===== src/rtl/uart_rf_pkg.sv =====
package uart_rf_pkg;
  localparam int unsigned OFF_DATA = 0;
  localparam int unsigned OFF_IER  = 1;
  localparam int unsigned OFF_FCR  = 2;
  localparam int unsigned OFF_LCR  = 3;
  localparam int unsigned OFF_MCR  = 4;
  localparam int unsigned OFF_LSR  = 5;
  localparam int unsigned OFF_MSR  = 6;
  localparam int unsigned OFF_SCR  = 7;

  localparam logic [7:0] FCR_KEEP_MASK = 8'hC9;
  localparam logic [7:0] IER_KEEP_MASK = 8'h0F;
  localparam logic [7:0] MCR_KEEP_MASK = 8'h1F;
  localparam logic [7:0] RD_UNUSED     = 8'hFF;
  localparam int unsigned DLAB_BIT     = 7;
  localparam int unsigned LOOP_BIT     = 4;
  localparam logic [15:0] DIV_RESET    = 16'd1;
endpackage


===== src/rtl/uart_rx_fifo.sv =====
module uart_rx_fifo #(
  parameter int unsigned DEPTH = 16,
  localparam int unsigned PTR_W = $clog2(DEPTH),
  localparam int unsigned CNT_W = $clog2(DEPTH + 1)
) (
  input  logic             clk_i,
  input  logic             rst_ni,
  input  logic             deep_i,
  input  logic             flush_i,
  input  logic             push_i,
  input  logic [7:0]       data_i,
  input  logic             pop_i,
  output logic [7:0]       data_o,
  output logic [CNT_W-1:0] count_o,
  output logic             full_o,
  output logic             empty_o
);
  logic [7:0]       mem_q [DEPTH];
  logic [PTR_W-1:0] wptr_q, rptr_q, last_ptr;
  logic [CNT_W-1:0] cap;
  logic             do_push, do_pop;

  assign cap      = deep_i ? CNT_W'(DEPTH) : CNT_W'(1);
  assign last_ptr = deep_i ? PTR_W'(DEPTH - 1) : '0;
  assign full_o   = (count_o == cap);
  assign empty_o  = (count_o == '0);
  assign do_push  = push_i & ~full_o & ~flush_i;
  assign do_pop   = pop_i & ~empty_o & ~flush_i;
  assign data_o   = mem_q[rptr_q];

  always_ff @(posedge clk_i) begin
    if (do_push) mem_q[wptr_q] <= data_i;
  end

  always_ff @(posedge clk_i or negedge rst_ni) begin
    if (!rst_ni) begin
      wptr_q  <= '0;
      rptr_q  <= '0;
      count_o <= '0;
    end else if (flush_i) begin
      wptr_q  <= '0;
      rptr_q  <= '0;
      count_o <= '0;
    end else begin
      if (do_push) wptr_q <= (wptr_q == last_ptr) ? '0 : wptr_q + 1'b1;
      if (do_pop)  rptr_q <= (rptr_q == last_ptr) ? '0 : rptr_q + 1'b1;
      count_o <= count_o + CNT_W'(do_push) - CNT_W'(do_pop);
    end
  end

  assert_no_push_full_R7: assert property (@(posedge clk_i) disable iff (!rst_ni)
    push_i |-> !full_o);
  assert_flush_empty_R3: assert property (@(posedge clk_i) disable iff (!rst_ni)
    flush_i |=> empty_o);
  assert_count_cap_R3: assert property (@(posedge clk_i) disable iff (!rst_ni)
    count_o <= CNT_W'(DEPTH));
endmodule


===== src/rtl/uart_line_status.sv =====
module uart_line_status (
  input  logic       clk_i,
  input  logic       rst_ni,
  input  logic       set_oe_i,
  input  logic       clr_oe_i,
  input  logic       rx_avail_i,
  output logic [7:0] lsr_o
);
  logic oe_q;

  always_ff @(posedge clk_i or negedge rst_ni) begin
    if (!rst_ni)       oe_q <= 1'b0;
    else if (set_oe_i) oe_q <= 1'b1;
    else if (clr_oe_i) oe_q <= 1'b0;
  end

  // transmitter modelled as always empty
  assign lsr_o = {1'b0, 1'b1, 1'b1, 3'b000, oe_q, rx_avail_i};

  assert_oe_clear_R5: assert property (@(posedge clk_i) disable iff (!rst_ni)
    (clr_oe_i && !set_oe_i) |=> !lsr_o[1]);
  assert_oe_set_R6: assert property (@(posedge clk_i) disable iff (!rst_ni)
    set_oe_i |=> lsr_o[1]);
endmodule


===== src/rtl/uart_reg_file.sv =====
module uart_reg_file
  import uart_rf_pkg::*;
#(
  parameter int unsigned FIFO_DEPTH = 16,
  parameter int unsigned ADDR_W     = 4,
  localparam int unsigned CNT_W     = $clog2(FIFO_DEPTH + 1)
) (
  input  logic              clk_i,
  input  logic              rst_ni,
  input  logic              req_i,
  input  logic              we_i,
  input  logic [ADDR_W-1:0] addr_i,
  input  logic [7:0]        wdata_i,
  output logic [7:0]        rdata_o,
  input  logic              rx_valid_i,
  input  logic [7:0]        rx_data_i,
  output logic              rx_ready_o,
  output logic              tx_valid_o,
  output logic [7:0]        tx_data_o,
  output logic [15:0]       divisor_o,
  output logic [7:0]        fifo_ctrl_o
);
  logic [7:0] dll_q, dlh_q, ier_q, lcr_q, mcr_q, scr_q, fcr_q;
  logic       wr, rd, dlab, loop;
  logic       hit_data, hit_ier, hit_fcr, hit_lcr, hit_mcr, hit_lsr, hit_msr, hit_scr;
  logic       wr_data, flush, push, pop, oe_set, lsr_rd;
  logic [7:0] fifo_head, lsr, push_byte;
  logic [CNT_W-1:0] fifo_cnt;
  logic       fifo_full, fifo_empty;

  assign wr   = req_i & we_i;
  assign rd   = req_i & ~we_i;
  assign dlab = lcr_q[DLAB_BIT];
  assign loop = mcr_q[LOOP_BIT];

  assign hit_data = (addr_i == ADDR_W'(OFF_DATA));
  assign hit_ier  = (addr_i == ADDR_W'(OFF_IER));
  assign hit_fcr  = (addr_i == ADDR_W'(OFF_FCR));
  assign hit_lcr  = (addr_i == ADDR_W'(OFF_LCR));
  assign hit_mcr  = (addr_i == ADDR_W'(OFF_MCR));
  assign hit_lsr  = (addr_i == ADDR_W'(OFF_LSR));
  assign hit_msr  = (addr_i == ADDR_W'(OFF_MSR));
  assign hit_scr  = (addr_i == ADDR_W'(OFF_SCR));

  assign wr_data = wr & hit_data & ~dlab;
  // enable toggle or reset request while enabled
  assign flush   = wr & hit_fcr & ((wdata_i[0] ^ fcr_q[0]) | (wdata_i[0] & wdata_i[1]));
  assign push    = loop ? (wr_data & ~fifo_full) : (rx_valid_i & rx_ready_o);
  assign push_byte = loop ? wdata_i : rx_data_i;
  assign pop     = rd & hit_data & ~dlab & ~fifo_empty;
  assign oe_set  = loop & wr_data & fifo_full;
  assign lsr_rd  = rd & hit_lsr;

  assign rx_ready_o = loop | (~fifo_full & ~flush);

  always_ff @(posedge clk_i or negedge rst_ni) begin
    if (!rst_ni) begin
      dll_q <= DIV_RESET[7:0];
      dlh_q <= DIV_RESET[15:8];
      ier_q <= '0;
      lcr_q <= '0;
      mcr_q <= '0;
      scr_q <= '0;
      fcr_q <= '0;
    end else if (wr) begin
      if (dlab && hit_data)     dll_q <= wdata_i;
      else if (dlab && hit_ier) dlh_q <= wdata_i;
      else if (hit_ier)         ier_q <= wdata_i & IER_KEEP_MASK;
      if (hit_fcr) fcr_q <= wdata_i[0] ? (wdata_i & FCR_KEEP_MASK) : 8'h00;
      if (hit_lcr) lcr_q <= wdata_i;
      if (hit_mcr) mcr_q <= wdata_i & MCR_KEEP_MASK;
      if (hit_scr) scr_q <= wdata_i;
    end
  end

  always_ff @(posedge clk_i or negedge rst_ni) begin
    if (!rst_ni) begin
      tx_valid_o <= 1'b0;
      tx_data_o  <= '0;
    end else begin
      tx_valid_o <= wr_data & ~loop;
      if (wr_data & ~loop) tx_data_o <= wdata_i;
    end
  end

  uart_rx_fifo #(.DEPTH(FIFO_DEPTH)) i_rx_fifo (
    .clk_i   (clk_i),
    .rst_ni  (rst_ni),
    .deep_i  (fcr_q[0]),
    .flush_i (flush),
    .push_i  (push),
    .data_i  (push_byte),
    .pop_i   (pop),
    .data_o  (fifo_head),
    .count_o (fifo_cnt),
    .full_o  (fifo_full),
    .empty_o (fifo_empty)
  );

  uart_line_status i_line_status (
    .clk_i      (clk_i),
    .rst_ni     (rst_ni),
    .set_oe_i   (oe_set),
    .clr_oe_i   (lsr_rd),
    .rx_avail_i (~fifo_empty),
    .lsr_o      (lsr)
  );

  always_comb begin
    rdata_o = RD_UNUSED;
    if (hit_data)     rdata_o = dlab ? dll_q : (fifo_empty ? RD_UNUSED : fifo_head);
    else if (hit_ier) rdata_o = dlab ? dlh_q : ier_q;
    else if (hit_fcr) rdata_o = {{2{fcr_q[0]}}, 6'b000001};
    else if (hit_lcr) rdata_o = lcr_q;
    else if (hit_mcr) rdata_o = mcr_q;
    else if (hit_lsr) rdata_o = lsr;
    else if (hit_msr) rdata_o = 8'h00;
    else if (hit_scr) rdata_o = scr_q;
  end

  assign divisor_o   = {dlh_q, dll_q};
  assign fifo_ctrl_o = fcr_q;

  assert_ready_full_R7: assert property (@(posedge clk_i) disable iff (!rst_ni)
    (!loop && fifo_full) |-> !rx_ready_o);
  assert_tx_silent_R6: assert property (@(posedge clk_i) disable iff (!rst_ni)
    (wr_data && loop) |=> !tx_valid_o);
  assert_tx_echo_R8: assert property (@(posedge clk_i) disable iff (!rst_ni)
    (wr_data && !loop) |=> (tx_valid_o && tx_data_o == $past(wdata_i)));
  assert_empty_read_R9: assert property (@(posedge clk_i) disable iff (!rst_ni)
    (rd && hit_data && !dlab && fifo_empty) |-> rdata_o == RD_UNUSED);
endmodule


===== config.mk =====
export PLATFORM = sky130hd
export DESIGN_NAME = uart_reg_file
export DESIGN_NICKNAME = d
export VERILOG_FILES = /design/src/rtl/uart_rf_pkg.sv /design/src/rtl/uart_rx_fifo.sv /design/src/rtl/uart_line_status.sv /design/src/rtl/uart_reg_file.sv
export SDC_FILE = /design/constraint.sdc
export NUM_CORES = 1
export LEC_CHECK = 0
export ABC_AREA = 1
export BUFFER_PORTS_ARGS = -buffer_cell sky130_fd_sc_hd__buf_2
export CORE_MARGIN = 3
export CORE_UTILIZATION = 40
export DETAILED_ROUTE_END_ITERATION = 7
export PLACE_DENSITY = 0.56
export RECOVER_POWER = 100
export SYNTH_ARGS = -nofsm -noshare
export SYNTH_HDL_FRONTEND = slang
export SYNTH_SLANG_ARGS = --single-unit

===== constraint.sdc =====
create_clock -name clk_i -period 3.3 [get_ports clk_i]
set_clock_uncertainty 0.15 [all_clocks]
set_input_delay 0.66 -clock clk_i [delete_from_list [all_inputs] [get_ports clk_i]]
set_output_delay 0.66 -clock clk_i [all_outputs]
set_load 0.02 [all_outputs]

**Yosys cells after proc, flatten, opt, wreduce, memory -nomap -nowiden**

Memory sizes are Yosys's and may differ from the RTL's.
Cells that the tools add are included.

- Flip-flop bits (word level): 72
- Logic and storage cells: 101
- Input bits: 25
- Output and inout port bits: 42
- Memories: 1
- RAM bits: 128

Memory list:

| name | words | bits a word | rd ports | clocked after Yosys merged registers in | wr ports | RTL line | text |
|---|---|---|---|---|---|---|---|
| i_rx_fifo.mem_q | 16 | 8 | 1 | 0 | 1 | uart_rx_fifo.sv:18 | `logic [7:0] mem_q [DEPTH];` |

- Reduce and logical (&&, ||, !) cells: 14
- Mux-type cells: 27
- Eq/ne operators: 10
- $add $sub $neg: 4
- Bitwise operators: 32

Operators by type and width:

| operator | count |
|---|---|
| 8-bit two-way mux | 13 |
| 4-bit two-way mux | 7 |
| 1-bit bitwise AND | 21 |
| 4-bit by 3-bit == test with 1-bit output, second input constant | 4 |
| 5-bit two-way mux | 2 |
| 2-bit AND reduction | 5 |
| 4-bit by 1-bit adder with 4-bit output, second input constant | 2 |
| 4-bit by 2-bit == test with 1-bit output, second input constant | 2 |
| 4-bit == test | 2 |
| 1-bit inverter | 8 |
| 2-bit nonzero test | 3 |
| 5-bit by 1-bit adder with 5-bit output | 1 |
| 5-bit == test | 1 |
| 5-bit zero test | 1 |
| 1-bit two-way mux | 5 |
| 5-bit by 1-bit subtractor with 5-bit output | 1 |
| 4-bit by 1-bit == test with 1-bit output, second input constant | 1 |
| 4-bit zero test | 1 |
| 4-bit AND reduction | 1 |
| 3-bit AND reduction | 1 |
| 1-bit logical AND | 2 |
| 1-bit bitwise OR | 2 |
| 1-bit bitwise XOR | 1 |

**Longest topological paths before layout**

- Depth after elaboration: 13
- Depth in mapped cells: 18
- Depth with buffers taken out: 18

**Modules after synthesis**

Synthesis repeated with hierarchy kept, for this count alone.

- Cells, all modules: 930
- Area, all modules: 9085.0 um^2

By module, submodules not included:

| module | area each (um^2) | cells each | times used | seq. area each (um^2) |
|---|---|---|---|---|
| uart_rx_fifo | 6211.0 | 566 | 1 | 4169.0 |
| uart_reg_file | 2766.4 | 349 | 1 | 1352.5 |
| uart_line_status | 107.6 | 15 | 1 | 25.0 |

**Worst setup path after synthesis**

No wires, ideal clock.

- Path type: input -> register
- From: input addr_i[0]
- To: register i_rx_fifo.count_o[4]
- Stages on the path: 15
- Required time: 3.032 ns
- Setup slack: 0.371 ns
- Data arrival time: 2.660 ns
- Path buffers: 1
- Library setup time: 0.118 ns
- Cell sequence: buf_6 nor2_4 nand2_4 nor3_4 nand2_2 a21oi_4 ha_1 inv_1 fa_1 inv_1 a21oi_1 nor2_1 nor2_1 xor2_1 nor2_1

- Word-level cells in the longest chain between the ends: 13
- Elaborated cells between the ends (all ways): 22
- Classes of those cells: 2 x add/sub; 1 x eq/ne; 2 x mux; 16 x bitwise; 1 x reduce/logical

Ends and longest elaborated chain:

| element | RTL line | text |
|---|---|---|
| start, declared | uart_reg_file.sv:12 | `input logic [ADDR_W-1:0] addr_i,` |
| 4-bit by 2-bit == test with 1-bit output | uart_reg_file.sv:38 | `assign hit_fcr = (addr_i == ADDR_W'(OFF_FCR));` |
| 1-bit bitwise AND (2 in series) | uart_reg_file.sv:47 | `assign flush = wr & hit_fcr & ((wdata_i[0] ^ fcr_q[0]) \| (wdata_i[0] & wdata_i[1]));` |
| 1-bit inverter | uart_rx_fifo.sv:27, uart_rx_fifo.sv:28, uart_reg_file.sv:54 |  |
| 1-bit bitwise AND | uart_reg_file.sv:54 | `assign rx_ready_o = loop \| (~fifo_full & ~flush);` |
| 1-bit bitwise OR | uart_reg_file.sv:54 |  |
| 1-bit bitwise AND | uart_reg_file.sv:48 | `assign push = loop ? (wr_data & ~fifo_full) : (rx_valid_i & rx_ready_o);` |
| 1-bit two-way mux | uart_reg_file.sv:48 |  |
| 1-bit bitwise AND (2 in series) | uart_rx_fifo.sv:27 | `assign do_push = push_i & ~full_o & ~flush_i;` |
| 5-bit by 1-bit adder with 5-bit output | uart_rx_fifo.sv:47 | `count_o <= count_o + CNT_W'(do_push) - CNT_W'(do_pop);` |
| 5-bit by 1-bit subtractor with 5-bit output | uart_rx_fifo.sv:47 |  |
| 5-bit two-way mux * | uart_rx_fifo.sv:40 | `end else if (flush_i) begin` |
| end signal, assigned | uart_rx_fifo.sv:47 |  |
| end, declared | uart_rx_fifo.sv:14 | `output logic [CNT_W-1:0] count_o,` |

Mark *: on every way between the ends. The rest lies on a longest branch, timed or not.
A chain may end at the register's enable or synchronous reset.

**Worst setup path after layout**

- From: register i_rx_fifo.rptr_q[0]
- To: output rdata_o[6]

- Word-level cells in the longest chain between the ends: 4

Ends and longest elaborated chain:

| element | RTL line | text |
|---|---|---|
| start, declared | uart_rx_fifo.sv:19 | `logic [PTR_W-1:0] wptr_q, rptr_q, last_ptr;` |
| start signal, assigned | uart_rx_fifo.sv:46 | `if (do_pop) rptr_q <= (rptr_q == last_ptr) ? '0 : rptr_q + 1'b1;` |
| memory read 16 x 8 bit | - |  |
| 8-bit two-way mux (3 in series) | uart_reg_file.sv:111 | `if (hit_data) rdata_o = dlab ? dll_q : (fifo_empty ? RD_UNUSED : fifo_head);` |
| end, declared | uart_reg_file.sv:14 | `output logic [7:0] rdata_o,` |

Every way passes these cells.

==> impl_metrics.env <==
export IMPL_netlist_area_leader_share=0.434
export IMPL_netlist_top_cell_by_area="edfxtp_1"
export IMPL_rsz0062_at_grt="no"
export IMPL_placed_area_um2=9680
export IMPL_fin_util=0.471
export IMPL_p_leak_nw=4.31
export IMPL_clock_path_buffers=2
export IMPL_netlist_area_um2=8870
export IMPL_via_per_inst=5.07
export IMPL_dp_hpwl_um=15500
export IMPL_synth_compound_area_share=0.0871
export IMPL_drc=0
export IMPL_ios=67
export IMPL_path_max_fanout=49
export IMPL_synthCells=918
export IMPL_root_buffer="clkbuf_16"
export IMPL_clk_latency_ps=430
export IMPL_core_um2=21400
export IMPL_detail_route_first_pass_iterations=4
export IMPL_grt_max_degree=50
export IMPL_antenna_found_initial=0
export IMPL_synth_simple_gate_area_frac=0.216
export IMPL_die_y_um=155
export IMPL_period_needed_ps=3120
export IMPL_synth_top_family_by_area="simple AND/OR/NAND/NOR gates"
export IMPL_area_growth_syn_to_layout_pct=13.9
export IMPL_drive_gt1_frac=0.108
export IMPL_wire_per_inst_um=17.8
export IMPL_fin_tns_setup_ps=0
export IMPL_netlist_top_cells_count="nand2_1 (214), nor2_1 (130), edfxtp_1 (128), o21ai_0 (118), nand3_1 (85)"
export IMPL_critPathLaunchType="flip-flop"
export IMPL_dp_cells=1256
export IMPL_ys_seq_elements=196
export IMPL_setup_viol=0
export IMPL_htree_levels=4
export IMPL_first_global_vias=6340
export IMPL_dieArea_um2=24000
export IMPL_avgSynthCellArea_um2=9.66
export IMPL_clock_sinks=196
export IMPL_cap_violations=3
export IMPL_outcome="finished with violations"
export IMPL_cts_buffers=17
export IMPL_max_slew_margin_rel=-0.219
export IMPL_synth_ff_type="edfxtp_1"
export IMPL_ir_drop_uv=402
export IMPL_hold_viol_final=0
export IMPL_power_density_nw_per_um2=684
export IMPL_critical_path_class="reg -> out"
export IMPL_drt_total_wl_um=23000
export IMPL_yosys_warnings=0
export IMPL_setup_ws_ps=180
export IMPL_report_final_slew_viol_count=68
export IMPL_synth_cell_types=37
export IMPL_ys_top_cells_by_area="edfxtp_1 (43%), dfrtp_1 (19%), nand2_1 (9.1%)"
export IMPL_finalCritPeriodShare=0.946
export IMPL_end_kind="output port"
export IMPL_violations="max-capacitance violations, max-slew violations"
export IMPL_io_buffers=62
export IMPL_synth_edf_count=128
export IMPL_grt_use_total=0.197
export IMPL_post_cts_setup_buffers=0
export IMPL_drtIter0Drc=677
export IMPL_max_freq_mhz=320
export IMPL_gr_total_overflow=0
export IMPL_initial_core_util=0.414
export IMPL_hold_buffers=0
export IMPL_nets=1037
export IMPL_pre_cts_slack_ps=248
export IMPL_grt_pass1_wl_um=36500
export IMPL_num_vias=6533
export IMPL_gp_congestion=0.890
export IMPL_synth_xor_area_frac=0.00395
export IMPL_final_cells=1288
export IMPL_hp_class="reg -> reg"
export IMPL_ant_nets=0
export IMPL_crit_arrival_ps=2310
export IMPL_die_w_um=155
export IMPL_worstPathRequired_ps=2490
export IMPL_num_rows=53
export IMPL_async_flop_share=0.347
export IMPL_cts_tree="yes"
export IMPL_cts_resized=0
export IMPL_ys_seq_area_frac=0.626
export IMPL_antenna_cells=0
export IMPL_synth_most_common_cell="nand2_1"
export IMPL_clk_pin_slew_ps=70
export IMPL_worstMarginPinSlew_ps=1830
export IMPL_muxShareOfSynthArea=0
export IMPL_design_area_um2=10100
export IMPL_synthAdderAreaFrac=0.0178
[layer usage]
| metal | GRT usage | wire length [µm] |
|---|---|---|
| met1 | 0.307 | 11400 |
| met2 | 0.293 | 10300 |
| met5 | 0 | 0 |
| met4 | 0.0416 | 204 |
| met3 | 0.0289 | 1100 |
[through the flow]
step / hold WS (ps) / total power [W]
floorplan: 214 / 0.00433
global placement: 314 / 0.00496
detailed placement: 320 / 0.00498
CTS: 170 / 0.00701
global route: 364 / 0.00730
finish: 338 / 0.00691
[state kept, by name, indices dropped and copies added (netlist names), 5 cells and up]
register,count
dlh_q,8
i_rx_fifo.count_o,5
i_rx_fifo.mem_q,128
scr_q,8
mcr_q,5
lcr_q,8
dll_q,8
tx_data_o,8
[layout make-up]
class / count / area [µm²]
fillers: 2034 / 11300
flip-flops and latches: 196 / 5550
multi-input cells: 617 / 2850
repair buffers: 102 / 538
clock buffers: 20 / 467
well taps: 275 / 344
inverters: 66 / 248
clock inverters: 12 / 106
[final timing paths]
path | start | end | slack [ps] | cells past startpoint
max in group asynchronous | rst_ni | i_rx_fifo.wptr_q[1]$_DFFE_PN0P_ | 690 | 2
setup / recovery | i_rx_fifo.rptr_q[0]$_DFFE_PN0P_ | rdata_o[6] | 180 | 10
min in group asynchronous | rst_ni | dlh_q[3]$_DFFE_PN0P_ | 560 | 1
setup reg to reg | fifo_ctrl_o[0]$_DFFE_PN0P_ | i_rx_fifo.mem_q[2][2]$_DFFE_PP_ | 460 | 9
hold / removal | mcr_q[1]$_DFFE_PN0P_ | mcr_q[1]$_DFFE_PN0P_ | 340 | 2
hold reg to reg | mcr_q[1]$_DFFE_PN0P_ | mcr_q[1]$_DFFE_PN0P_ | 340 | 2
[critical path, stage by stage (launching register included)]
cell	delay, ps
dfrtp_2	380
buf_4	470
nor2_1	100
nor2_1	110
o21ai_1	80
nand3_1	110
nand3_1	110
nand3_1	130
nand2_1	70
nand2_1	60
clkbuf_1	230
[cells by family (layout without fill, tap and decap cells)]
family                     Yosys count  in the layout
AOI/OAI and AO/OA                  146            146
xor gates and xnor gates             4              4
adders and majority gates           12             12
buffers and inverters              108            200
DFF                                196            196
other                                1              4
and+or+nand+nor                    451            451
[cell usage in the layout (no fill, tap or decap), types with 8 or more instances in the layout]
cell type  Yosys  layout
buf_2          4      25
inv_1         63      64
buf_4          5      17
clkbuf_4       0       9
clkbuf_1      30      42
clkbuf_16      0      17
edfxtp_1     128     128
dfrtp_1       67      66
nor2_1       130     133
nand3_1       85      86
o21ai_0      118     116
ha_1          11      11
a21oi_1       12      13
nand2_1      214     214
clkbuf_2       0       8
[report_power, final]
part	switching [W]	total, W	internal (W)	leakage, nW
logic	0.00119	0.00172	0.000535	1.97
registers	0.000167	0.00315	0.00298	2.05
clock network	0.000979	0.00204	0.00106	0.288
total	0.00233	0.00691	0.00457	4.31
No activity file was read; power rests on OpenSTA's default activity.
